--- config.mk ---
export PLATFORM = sky130hd
export DESIGN_NAME = dcc_cmd_chan
export DESIGN_NICKNAME = d
export VERILOG_FILES = /design/src/rtl/dcc_pkg.sv /design/src/rtl/dcc_decode.sv /design/src/rtl/dcc_attn.sv /design/src/rtl/dcc_flags.sv /design/src/rtl/dcc_cmd_chan.sv
export SDC_FILE = /design/constraint.sdc
export NUM_CORES = 1
export LEC_CHECK = 0
export ABC_AREA = 1
export ABC_CLOCK_PERIOD_IN_PS = 2600
export BUFFER_PORTS_ARGS = -buffer_cell sky130_fd_sc_hd__clkbuf_2
export CAP_MARGIN = 20
export CELL_PAD_IN_SITES_DETAIL_PLACEMENT = 0
export CELL_PAD_IN_SITES_GLOBAL_PLACEMENT = 1
export CORE_AREA = 4 4 83 85
export CTS_BUF_LIST = sky130_fd_sc_hd__clkbuf_2 sky130_fd_sc_hd__clkbuf_4 sky130_fd_sc_hd__clkbuf_8
export DETAILED_ROUTE_END_ITERATION = 10
export DIE_AREA = 0 0 87 89
export PLACE_DENSITY = 0.95
export SYNTH_ARGS = -nofsm -noshare
export SYNTH_HDL_FRONTEND = slang
export SYNTH_HIERARCHICAL = 1
export SYNTH_SLANG_ARGS = --single-unit
export TNS_END_PERCENT = 20
--- constraint.sdc ---
create_clock -name clk -period 2.6 [get_ports clk]
set_input_delay 0.52 -clock clk [delete_from_list [all_inputs] [get_ports clk]]
set_output_delay 0.52 -clock clk [all_outputs]
set_load 0.01 [all_outputs]
--- src/rtl/dcc_pkg.sv ---
package dcc_pkg;

    localparam int FN_W = 4;

    typedef enum logic [FN_W-1:0] {
        FN_STATUS = 4'd0,
        FN_WRITE  = 4'd1,
        FN_READ   = 4'd2,
        FN_SEEK   = 4'd3,
        FN_REFINE = 4'd5,
        FN_CHECK  = 4'd6,
        FN_INIT   = 4'd9,
        FN_ADDR   = 4'd11
    } dcc_fn_e;

    typedef enum logic [1:0] {
        CS_IDLE = 2'd0,
        CS_EXCH = 2'd1,
        CS_RUN  = 2'd2
    } dcc_state_e;

endpackage

--- src/rtl/dcc_decode.sv ---
module dcc_decode
    import dcc_pkg::*;
(
    input  logic [FN_W-1:0] fn,
    output logic            is_xch,
    output logic            is_op,
    output logic            is_seek,
    output logic            is_status
);
    always_comb begin
        is_xch    = 1'b0;
        is_op     = 1'b0;
        is_seek   = 1'b0;
        is_status = 1'b0;
        case (fn)
            FN_STATUS: begin
                is_xch    = 1'b1;
                is_status = 1'b1;
            end
            FN_SEEK: begin
                is_xch  = 1'b1;
                is_seek = 1'b1;
            end
            FN_CHECK, FN_ADDR:                   is_xch = 1'b1;
            FN_WRITE, FN_READ, FN_REFINE, FN_INIT: is_op  = 1'b1;
            default: ;
        endcase
    end
endmodule

--- src/rtl/dcc_attn.sv ---
module dcc_attn #(
    parameter int NUM_DRV = 4,
    parameter int WORD_W  = 16
) (
    input  logic               clk,
    input  logic               rst_n,
    input  logic [NUM_DRV-1:0] set_mask,
    input  logic [NUM_DRV-1:0] clr_mask,
    input  logic               rd_load,
    input  logic [WORD_W-1:0]  rd_in,
    output logic [WORD_W-1:0]  rd_out,
    output logic [NUM_DRV-1:0] attn
);
    localparam int PAD_W = WORD_W - NUM_DRV;

    for (genvar d = 0; d < NUM_DRV; d++) begin : g_drv
        always_ff @(posedge clk or negedge rst_n) begin
            if (!rst_n)           attn[d] <= 1'b0;
            else if (clr_mask[d]) attn[d] <= 1'b0;
            else if (set_mask[d]) attn[d] <= 1'b1;
        end
    end

    always_comb begin
        rd_out = (rd_load ? '0 : rd_in) | {{PAD_W{1'b0}}, attn};
    end
endmodule

--- src/rtl/dcc_flags.sv ---
module dcc_flags (
    input  logic clk,
    input  logic rst_n,
    input  logic ctl_set,
    input  logic ctl_clr,
    input  logic cmd_set,
    input  logic cmd_clr,
    input  logic flg_set,
    input  logic flg_clr,
    input  logic dch_set,
    input  logic dch_clr,
    output logic ctl,
    output logic cmd,
    output logic flag,
    output logic flag_buf,
    output logic dch_flag
);
    always_ff @(posedge clk or negedge rst_n) begin
        if (!rst_n) begin
            ctl      <= 1'b0;
            cmd      <= 1'b0;
            flag     <= 1'b1;
            flag_buf <= 1'b1;
            dch_flag <= 1'b1;
        end else begin
            if (ctl_set)      ctl <= 1'b1;
            else if (ctl_clr) ctl <= 1'b0;

            if (cmd_set)      cmd <= 1'b1;
            else if (cmd_clr) cmd <= 1'b0;

            if (flg_set) begin
                flag     <= 1'b1;
                flag_buf <= 1'b1;
            end else if (flg_clr) begin
                flag     <= 1'b0;
                flag_buf <= 1'b0;
            end

            if (dch_clr)      dch_flag <= 1'b0;
            else if (dch_set) dch_flag <= 1'b1;
        end
    end
endmodule

--- src/rtl/dcc_cmd_chan.sv ---
module dcc_cmd_chan
    import dcc_pkg::*;
#(
    parameter int NUM_DRV = 4,
    parameter int WORD_W  = 16,
    parameter int FN_LSB  = 12,
    localparam int DRV_W  = $clog2(NUM_DRV),
    localparam int BUSY_W = $clog2(NUM_DRV + 1)
) (
    input  logic               clk,
    input  logic               rst_n,
    input  logic               cmd_wr,
    input  logic [WORD_W-1:0]  cmd_wdata,
    input  logic               stc,
    input  logic               clc,
    input  logic               stf,
    input  logic               clf,
    input  logic               rd_load,
    input  logic [WORD_W-1:0]  rd_in,
    output logic [WORD_W-1:0]  rd_out,
    input  logic               xch_done,
    input  logic               op_done,
    input  logic               xfer_end,
    input  logic               seek_done,
    input  logic [DRV_W-1:0]   seek_drv,
    output logic               start_vld,
    output logic               start_xch,
    output logic [FN_W-1:0]    start_fn,
    output logic [DRV_W-1:0]   start_drv,
    output logic               abort,
    output logic [BUSY_W-1:0]  busy,
    output logic               xfer,
    output logic               poll,
    output logic               ctl,
    output logic               cmd,
    output logic               flag,
    output logic               flag_buf,
    output logic               dch_flag,
    output logic [NUM_DRV-1:0] attn
);
    // Held command word and its fields
    logic [WORD_W-1:0] word_q;
    dcc_fn_e           word_fn;
    logic [DRV_W-1:0]  word_drv;
    logic is_xch, is_op, is_seek, is_status;

    always_ff @(posedge clk or negedge rst_n) begin
        if (!rst_n)      word_q <= '0;
        else if (cmd_wr) word_q <= cmd_wdata;
    end

    assign word_fn  = dcc_fn_e'(word_q[FN_LSB +: FN_W]);
    assign word_drv = word_q[DRV_W-1:0];

    dcc_decode u_dec (
        .fn       (word_fn),
        .is_xch   (is_xch),
        .is_op    (is_op),
        .is_seek  (is_seek),
        .is_status(is_status)
    );

    // Machine state and registered outputs
    dcc_state_e        state_q, nx_state;
    dcc_fn_e           fn_q, nx_fn;
    logic [DRV_W-1:0]  drv_q, nx_drv;
    logic [BUSY_W-1:0] busy_q, nx_busy;
    logic              xfer_q, nx_xfer;
    logic              poll_q, nx_poll;
    logic              sv_q, nx_sv, sx_q, nx_sx, ab_q, nx_ab;
    logic [FN_W-1:0]   sf_q, nx_sf;
    logic [DRV_W-1:0]  sd_q, nx_sd;

    logic [NUM_DRV-1:0] set_mask, clr_mask, drv_bit;
    logic ctl_set, ctl_clr, cmd_set, cmd_clr, flg_set, dch_set, dch_clr;
    logic accept;
    logic [DRV_W-1:0] done_drv;

    assign accept   = stc && !cmd && !clc;
    assign done_drv = DRV_W'(busy_q - BUSY_W'(1));
    assign drv_bit  = NUM_DRV'(1) << drv_q;

    // State register process
    always_ff @(posedge clk or negedge rst_n) begin
        if (!rst_n) begin
            state_q <= CS_IDLE;
            fn_q    <= FN_STATUS;
            drv_q   <= '0;
        end else begin
            state_q <= nx_state;
            fn_q    <= nx_fn;
            drv_q   <= nx_drv;
        end
    end

    // Output register process
    always_ff @(posedge clk or negedge rst_n) begin
        if (!rst_n) begin
            busy_q <= '0;
            xfer_q <= 1'b0;
            poll_q <= 1'b0;
            sv_q   <= 1'b0;
            sx_q   <= 1'b0;
            sf_q   <= '0;
            sd_q   <= '0;
            ab_q   <= 1'b0;
        end else begin
            busy_q <= nx_busy;
            xfer_q <= nx_xfer;
            poll_q <= nx_poll;
            sv_q   <= nx_sv;
            sx_q   <= nx_sx;
            sf_q   <= nx_sf;
            sd_q   <= nx_sd;
            ab_q   <= nx_ab;
        end
    end

    // Next-state and event decoding; later items in the list take precedence
    always_comb begin
        nx_state = state_q;
        nx_fn    = fn_q;
        nx_drv   = drv_q;
        nx_busy  = busy_q;
        nx_xfer  = xfer_q;
        nx_poll  = poll_q;
        nx_sv    = 1'b0;
        nx_sx    = sx_q;
        nx_sf    = sf_q;
        nx_sd    = sd_q;
        nx_ab    = 1'b0;
        set_mask = '0;
        clr_mask = '0;
        ctl_set  = 1'b0;
        ctl_clr  = 1'b0;
        cmd_set  = 1'b0;
        cmd_clr  = 1'b0;
        flg_set  = 1'b0;
        dch_set  = 1'b0;
        dch_clr  = 1'b0;

        if (clc) begin
            // abort: any state to idle
            ctl_clr  = 1'b1;
            cmd_clr  = 1'b1;
            nx_state = CS_IDLE;
            nx_busy  = '0;
            nx_xfer  = 1'b0;
            nx_poll  = 1'b0;
            nx_ab    = 1'b1;
        end else begin
            if (xfer_end) nx_xfer = 1'b0;

            if (seek_done) begin
                set_mask[seek_drv] = 1'b1;
                if (poll_q) begin
                    flg_set = 1'b1;
                    cmd_clr = 1'b1;
                end
            end

            unique case (state_q)
                CS_EXCH: begin
                    if (xch_done) begin
                        // exchange-done
                        dch_set  = 1'b1;
                        nx_state = CS_IDLE;
                        case (fn_q)
                            FN_STATUS: begin
                                clr_mask[drv_q] = 1'b1;
                                cmd_clr = 1'b1;
                                nx_poll = 1'b1;
                                if (|(attn & ~drv_bit)) flg_set = 1'b1;
                            end
                            FN_CHECK: begin
                                // check-promote
                                nx_state        = CS_RUN;
                                nx_busy         = BUSY_W'(drv_q) + BUSY_W'(1);
                                nx_xfer         = 1'b1;
                                clr_mask[drv_q] = 1'b1;
                                nx_sv           = 1'b1;
                                nx_sx           = 1'b0;
                                nx_sf           = FN_CHECK;
                                nx_sd           = drv_q;
                            end
                            FN_ADDR: begin
                                set_mask[drv_q] = 1'b1;
                                flg_set = 1'b1;
                                cmd_clr = 1'b1;
                            end
                            default: ;
                        endcase
                    end
                end
                CS_RUN: begin
                    if (op_done) begin
                        // operation-done
                        set_mask[done_drv] = 1'b1;
                        flg_set  = 1'b1;
                        cmd_clr  = 1'b1;
                        nx_busy  = '0;
                        nx_xfer  = 1'b0;
                        nx_state = CS_IDLE;
                    end
                end
                default: ;
            endcase

            if (accept) begin
                ctl_set = 1'b1;
                cmd_set = 1'b1;
                if (is_xch) begin
                    // accept-exchange
                    nx_state = CS_EXCH;
                    nx_fn    = word_fn;
                    nx_drv   = word_drv;
                    nx_sv    = 1'b1;
                    nx_sx    = 1'b1;
                    nx_sf    = word_fn;
                    nx_sd    = word_drv;
                    if (is_seek)   nx_poll = 1'b1;
                    if (is_status) dch_clr = 1'b1;
                end else if (is_op) begin
                    // accept-operation
                    nx_state           = CS_RUN;
                    nx_fn              = word_fn;
                    nx_drv             = word_drv;
                    nx_busy            = BUSY_W'(word_drv) + BUSY_W'(1);
                    nx_xfer            = 1'b1;
                    clr_mask[word_drv] = 1'b1;
                    nx_sv              = 1'b1;
                    nx_sx              = 1'b0;
                    nx_sf              = word_fn;
                    nx_sd              = word_drv;
                end
            end
        end
    end

    dcc_flags u_flags (
        .clk     (clk),
        .rst_n   (rst_n),
        .ctl_set (ctl_set),
        .ctl_clr (ctl_clr),
        .cmd_set (cmd_set),
        .cmd_clr (cmd_clr),
        .flg_set (flg_set || stf),
        .flg_clr (clf),
        .dch_set (dch_set),
        .dch_clr (dch_clr),
        .ctl     (ctl),
        .cmd     (cmd),
        .flag    (flag),
        .flag_buf(flag_buf),
        .dch_flag(dch_flag)
    );

    dcc_attn #(.NUM_DRV(NUM_DRV), .WORD_W(WORD_W)) u_attn (
        .clk     (clk),
        .rst_n   (rst_n),
        .set_mask(set_mask),
        .clr_mask(clr_mask),
        .rd_load (rd_load),
        .rd_in   (rd_in),
        .rd_out  (rd_out),
        .attn    (attn)
    );

    assign start_vld = sv_q;
    assign start_xch = sx_q;
    assign start_fn  = sf_q;
    assign start_drv = sd_q;
    assign abort     = ab_q;
    assign busy      = busy_q;
    assign xfer      = xfer_q;
    assign poll      = poll_q;
endmodule

* After elaboration in Yosys (flattened, before gate mapping) *
Index checks and enable logic that the tools add are counted.

storage, ports and cells
  flip-flop bits (word level) = 46
  output and inout port bits = 39
  logic and storage cells = 203
  input bits = 46

operators by class
  shift-type cells = 1
  reductions and logical operators = 26
  muxes and demuxes = 127
  bitwise gates (word level) = 7
  magnitude comparators = 8
  equality and inequality tests = 11
  add/sub/neg operators = 3

operator list
  kind                                                                    number
  4-bit 2-to-1 mux                                                        22
  1-bit 2-to-1 mux                                                        71
  2-bit 2-to-1 mux                                                        15
  3-bit 2-to-1 mux                                                        7
  2-bit nonzero test                                                      9
  16-bit 2-to-1 mux                                                       1
  16-bit by 4-bit bitwise OR with 16-bit output                           1
  4-bit by 3-bit equality test with 1-bit output (second input constant)  3
  4-bit equality test (second input constant)                             3
  2-bit by 3-bit < comparator with 1-bit output (second input constant)   4
  4-bit bitwise OR                                                        3
  4-bit OR reduction                                                      3
  1-bit demux with 2-bit select                                           4
  4-bit by 2-bit equality test with 1-bit output (second input constant)  2
  2-bit by 1-bit >= comparator with 1-bit output (second input constant)  4
  4-bit zero test                                                         2
  1-bit one-hot mux with 2 select lines                                   4
  4-bit one-hot mux with 2 select lines                                   1
  2-bit by 1-bit adder with 3-bit output (second input constant)          2
  1-bit logical AND                                                       6
  3-bit one-hot mux with 2 select lines                                   1
  4-bit AND                                                               1
  4-bit by 1-bit equality test with 1-bit output (second input constant)  1
  4-bit NOT                                                               1
  10 further kinds                                                        12

* Longest topological paths before layout *
  depth after elaboration = 14
  mapped depth = 13
  depth with buffers taken out = 13

* Modules after synthesis *
Netlist, hierarchy kept.

by module, submodules not included
  module        instances  area each (sq um)  seq. area each (sq um)  cells each
  dcc_cmd_chan  1          1,759.2            700.7                   235
  dcc_attn      1          280.3              100.1                   50
  dcc_flags     1          162.7              102.6                   19
  dcc_decode    1          100.1              0.0                     23

* Worst setup path after synthesis *
OpenSTA, ideal clock, no wires.

  path kind = flip-flop to flip-flop
  start point = reg word_q[13]
  end point = reg sd_q[0], in the netlist start_drv[0]
  buffers on the path = 0
  clock period less this slack = 1.538 ns
  slack = 1.062 ns
  arrival time = 1.420 ns
  data required time = 2.482 ns
  cell stages (with the launch flop) = 11
  cells stage by stage = dfrtp_1 -> inv_2 -> nand2_1 -> nand3_1 -> nand2_1 -> o21ai_4 -> clkinv_4 -> nand2_1 -> nand2_1 -> nand3_1 -> nand2_1

between the ends
  elaborated cells on any way between the ends = 15
  classes of those cells = eq/ne: 7; mux: 5; reduce/logical: 3

RTL lines
  element                                                                 line                 text
  from (decl)                                                             dcc_cmd_chan.sv:42   logic [WORD_W-1:0] word_q;
  from (signal assigned)                                                  dcc_cmd_chan.sv:49   else if (cmd_wr) word_q <= cmd_wdata;
  4-bit by 3-bit equality test with 1-bit output (tied with other cells)  dcc_decode.sv:15     case (fn)
  4-bit OR reduction (no line) *                                          -
  1-bit 2-to-1 mux *                                                      dcc_decode.sv:15
  via is_xch                                                              dcc_cmd_chan.sv:45   logic is_xch, is_op, is_seek, is_status;
  2-bit 2-to-1 mux *                                                      dcc_cmd_chan.sv:212  if (is_xch) begin
  2-bit 2-to-1 mux *                                                      dcc_cmd_chan.sv:209  if (accept) begin
  to (signal assigned)                                                    dcc_cmd_chan.sv:114  sd_q <= nx_sd;
  to (decl)                                                               dcc_cmd_chan.sv:72   logic [DRV_W-1:0] sd_q, nx_sd;

Mark *: on every way through the listed nets, which the timed path passes. The rest lies on a longest branch.
A chain may end at the register's enable or synchronous reset.

* Worst setup path in the final report *
  start point = reg state_q[1]
  end point = reg sf_q[0], in the netlist start_fn[0]

between the ends
  word-level cells in the longest chain between the ends = 5

ends and longest elaborated chain
  element                                           line                 text
  from (decl)                                       dcc_cmd_chan.sv:64   dcc_state_e state_q, nx_state;
  from (signal assigned)                            dcc_cmd_chan.sv:90   state_q <= nx_state;
  2-bit by 1-bit equality test with 1-bit output *  dcc_cmd_chan.sv:162  unique case (state_q)
  4-bit 2-to-1 mux *                                dcc_cmd_chan.sv:162
  4-bit 2-to-1 mux                                  dcc_cmd_chan.sv:223  end else if (is_op) begin
  4-bit 2-to-1 mux                                  dcc_cmd_chan.sv:212
  4-bit 2-to-1 mux *                                dcc_cmd_chan.sv:209
  to (signal assigned)                              dcc_cmd_chan.sv:113  sf_q <= nx_sf;
  to (decl)                                         dcc_cmd_chan.sv:71   logic [FN_W-1:0] sf_q, nx_sf;

Every way passes the cells marked *; elsewhere a longest branch is shown, timed or not.

==> results.py <==
metrics = {
    "min_path": {
        "hp-class": "in -> async",
    },
    "clock_network": {
        "clock-root-buffer": "clkbuf_8",
        "clk_pin_slew_ns": 0.07,
        "cts-resized-gates": 0,
        "post_cts_buffers": 0,
        "cts_sinks": 36,
        "htreeDepth": 2,
        "cts_tree": "yes",
        "cts_hold_buf": 0,
        "clk_latency_ns": 0.29,
        "cts_buffers": 5,
        "cts_buffer_depth": 2,
    },
    "synthesis": {
        "syn_inst": 327,
        "post-synth-top-count-cell": "nand2_1",
        "syn_area_mm2": 0.00230,
        "ys_seq_area_share_pct": 39.2,
        "synth_common_cells": "nand2_1 (84), inv_1 (60), nor2_1 (47)",
        "avgSynthCellArea_um2": 7.04,
        "yosys_warnings": 6,
        "yosys.area.top_type_share_pct": 37.0,
        "synth_nets": 383,
        "synth_edf_count": 0,
        "synth_seq_cells": 36,
        "ys_types": 33,
        "async_flop_share_pct": 100,
        "synth_ff_type": "dfrtp_1",
        "synthTopCellsByArea": "dfrtp_1 (37%), nand2_1 (14%), inv_1 (9.8%)",
        "synth_top_cell_by_area": "dfrtp_1",
    },
    "status": {
        "status": "finished clean",
    },
    "floorplan": {
        "start_util_pct": 37.1,
        "die_w_um": 87,
        "io_pins": 85,
        "fp-row-count": 29,
        "dieArea_mm2": 0.00774,
        "core_mm2": 0.00620,
        "die_y_um": 89,
    },
    "drt": {
        "firstDrtPassIters": 4,
        "post_drt_wl_per_cell_um": 11.6,
        "drt-initial-drc-count": 112,
        "vias": 2209,
        "drc": 0,
        "wl_um": 5600,
        "ant_nets": 0,
        "avgViaCountPerCell": 4.57,
    },
    "sta": {
        "worst_hold_slack_ns": 0.349,
        "setup_tns_ns": 0,
        "hold_violations": 0,
        "post-route-min-period_ns": 1.78,
        "max_freq_mhz": 563,
        "period_share_pct": 68.4,
        "worst_slack_ns": 0.823,
        "tightest_slew_ns": 0.917,
        "clock_skew_ns": 0.00391,
        "maxSlewViolCount": 0,
        "setup_violations": 0,
        "rsz0062_at_grt": "false",
        "slew_headroom_pct": 38.9,
    },
    "layout": {
        "layout.nets": 461,
        "nFillCells": 658,
        "register_area_um2": 903,
        "num_antenna_cells": 0,
        "layoutNonFillerInstCount": 483,
        "multi_input_area_mm2": 0.00111,
        "syn2layout_area_growth_pct": 23.9,
        "drive_above_1_share_pct": 25.6,
    },
    "placement": {
        "place_hpwl_um": 4410,
        "dp_cells": 475,
        "pre_cts_ws_ns": 0.836,
        "place_congestion": 0.889,
        "port_buffers": 74,
    },
    "power": {
        "p_per_area_mw_per_mm2": 635,
        "ir_worst_vdd_v": 0.000407,
        "p_leak_nw": 1.63,
    },
    "global_routing": {
        "grt_pass1_wl_um": 9400,
        "gr-usage-met3_pct": 4.79,
        "grt_pass1_vias": 2119,
        "met1_usage_pct": 19.6,
        "antenna_found_initial": 0,
        "busiest_layer": "met2",
        "use_met2_pct": 25.8,
        "grt.total_usage_pct": 15.3,
        "grt_max_degree": 37,
        "overflow": 0,
    },
    "setup_path": {
        "endpoint_kind": "flop",
        "cp_max_fo": 6,
        "r2r-start": "state_q[1]$_DFF_PN0_",
        "critical_path_arrival_ns": 1.95,
        "cp.required_ns": 2.77,
        "path_class": "reg -> reg",
        "r2r-end": "start_fn[0]$_DFFE_PN0N_",
        "r2r_cells": 9,
        "cp-start-kind": "flop",
        "rrSetupSlack_ns": 0.82,
    },
    "flow_run": {
        "maxCapViolCount": 0,
    },
}
==> sequential cells by signal, indices dropped and copies added, names as in the netlist <==
name and count:
abort 1, busy 3, drv_q 2, fn_q 4, poll 1, start_drv 2
start_fn 4, start_vld 1, start_xch 1, state_q 2, u_attn/attn 4, u_flags/cmd 1
u_flags/ctl 1, u_flags/dch_flag 1, u_flags/flag_buf 1, word_q 6, xfer 1
==> critical path, cell delays in order, from the launching register on <==
cell and delay [ns]:
dfrtp_1 0.40, inv_1 0.06, ha_1 0.28, nand2_1 0.15, nor2_1 0.25, inv_2 0.13
a21oi_4 0.20, inv_2 0.08, nand2_1 0.06, o21ai_1 0.06
==> routing by layer <==
layer | part of all wire, % | up-vias
met3 | 7.9 | 7
li1 | - | 1163
met4 | 1.0 | 0
met2 | 47 | 68
met1 | 44 | 971
met5 | 0 | -
==> worst max-delay path by stage <==
stage | start | endpoint | slack [ns] | cells past startpoint
2_1_floorplan | word_q[13]$_DFFE_PN0P_ | start_drv[0]$_DFFE_PN0N_ | 1.06 | 10
3_3_place_gp | state_q[1]$_DFF_PN0_ | start_fn[0]$_DFFE_PN0N_ | 0.83 | 9
3_5_place_dp | state_q[1]$_DFF_PN0_ | start_fn[0]$_DFFE_PN0N_ | 0.84 | 9
4_1_cts | state_q[1]$_DFF_PN0_ | start_fn[0]$_DFFE_PN0N_ | 0.82 | 9
5_1_grt | word_q[13]$_DFFE_PN0P_ | start_drv[0]$_DFFE_PN0N_ | 0.64 | 10
6_report | state_q[1]$_DFF_PN0_ | start_fn[0]$_DFFE_PN0N_ | 0.82 | 9
==> cell type report <==
cell class	instances	share of cell area, %
well taps	77	3.38
multi-input cells	220	38.8
clock buffers	6	2.68
clock inverters	2	1.23
inverters	67	9.00
repair buffers	75	13.3
flip-flops and latches	36	31.7
==> cell families (layout without fill, tap and decap cells) <==
kind of cell | count (synthesis) | in the layout | synth area share (%)
fa+ha+maj | 10 | 10 | 5.43
simple gates | 159 | 159 | 28.7
buf+inv | 71 | 150 | 12.7
flops | 36 | 36 | 39.2
mux | 2 | 2 | 0.978
compound gates | 49 | 49 | 12.9
==> cells in the final DEF (no fill, tap or decap), drive strengths merged <==
master,instances
a211oi,1
bufinv,1
nor2,49
o211ai,1
mux2,2
nand2,86
o31ai,4
a31oi,3
inv,65
a21oi,13
clkbuf,80
clkinv,3
nand3,20
o21ai,27
dfstp,2
nor3,3
buf,1
nand3b,1
ha,10
dfrtp,34
==> stage by stage <==
step	util (%)	area, um2	total power [mW]
2_1_floorplan	-	2300	1.11
3_3_place_gp	44.2	2740	1.31
3_5_place_dp	44.2	2740	1.33
4_1_cts	46.0	2850	1.83
5_1_grt	46.0	2850	1.95
6_report	46.0	2850	1.81
==> power breakdown <==
group	internal (mW)	leakage [nW]	switching [mW]	total [mW]
Clock	0.295	0.0586	0.209	0.504
Sequential	0.679	0.440	0.0915	0.771
Combinational	0.207	1.13	0.328	0.535
Total	1.18	1.63	0.628	1.81
Note: power is estimated with default switching activity, not from simulation.
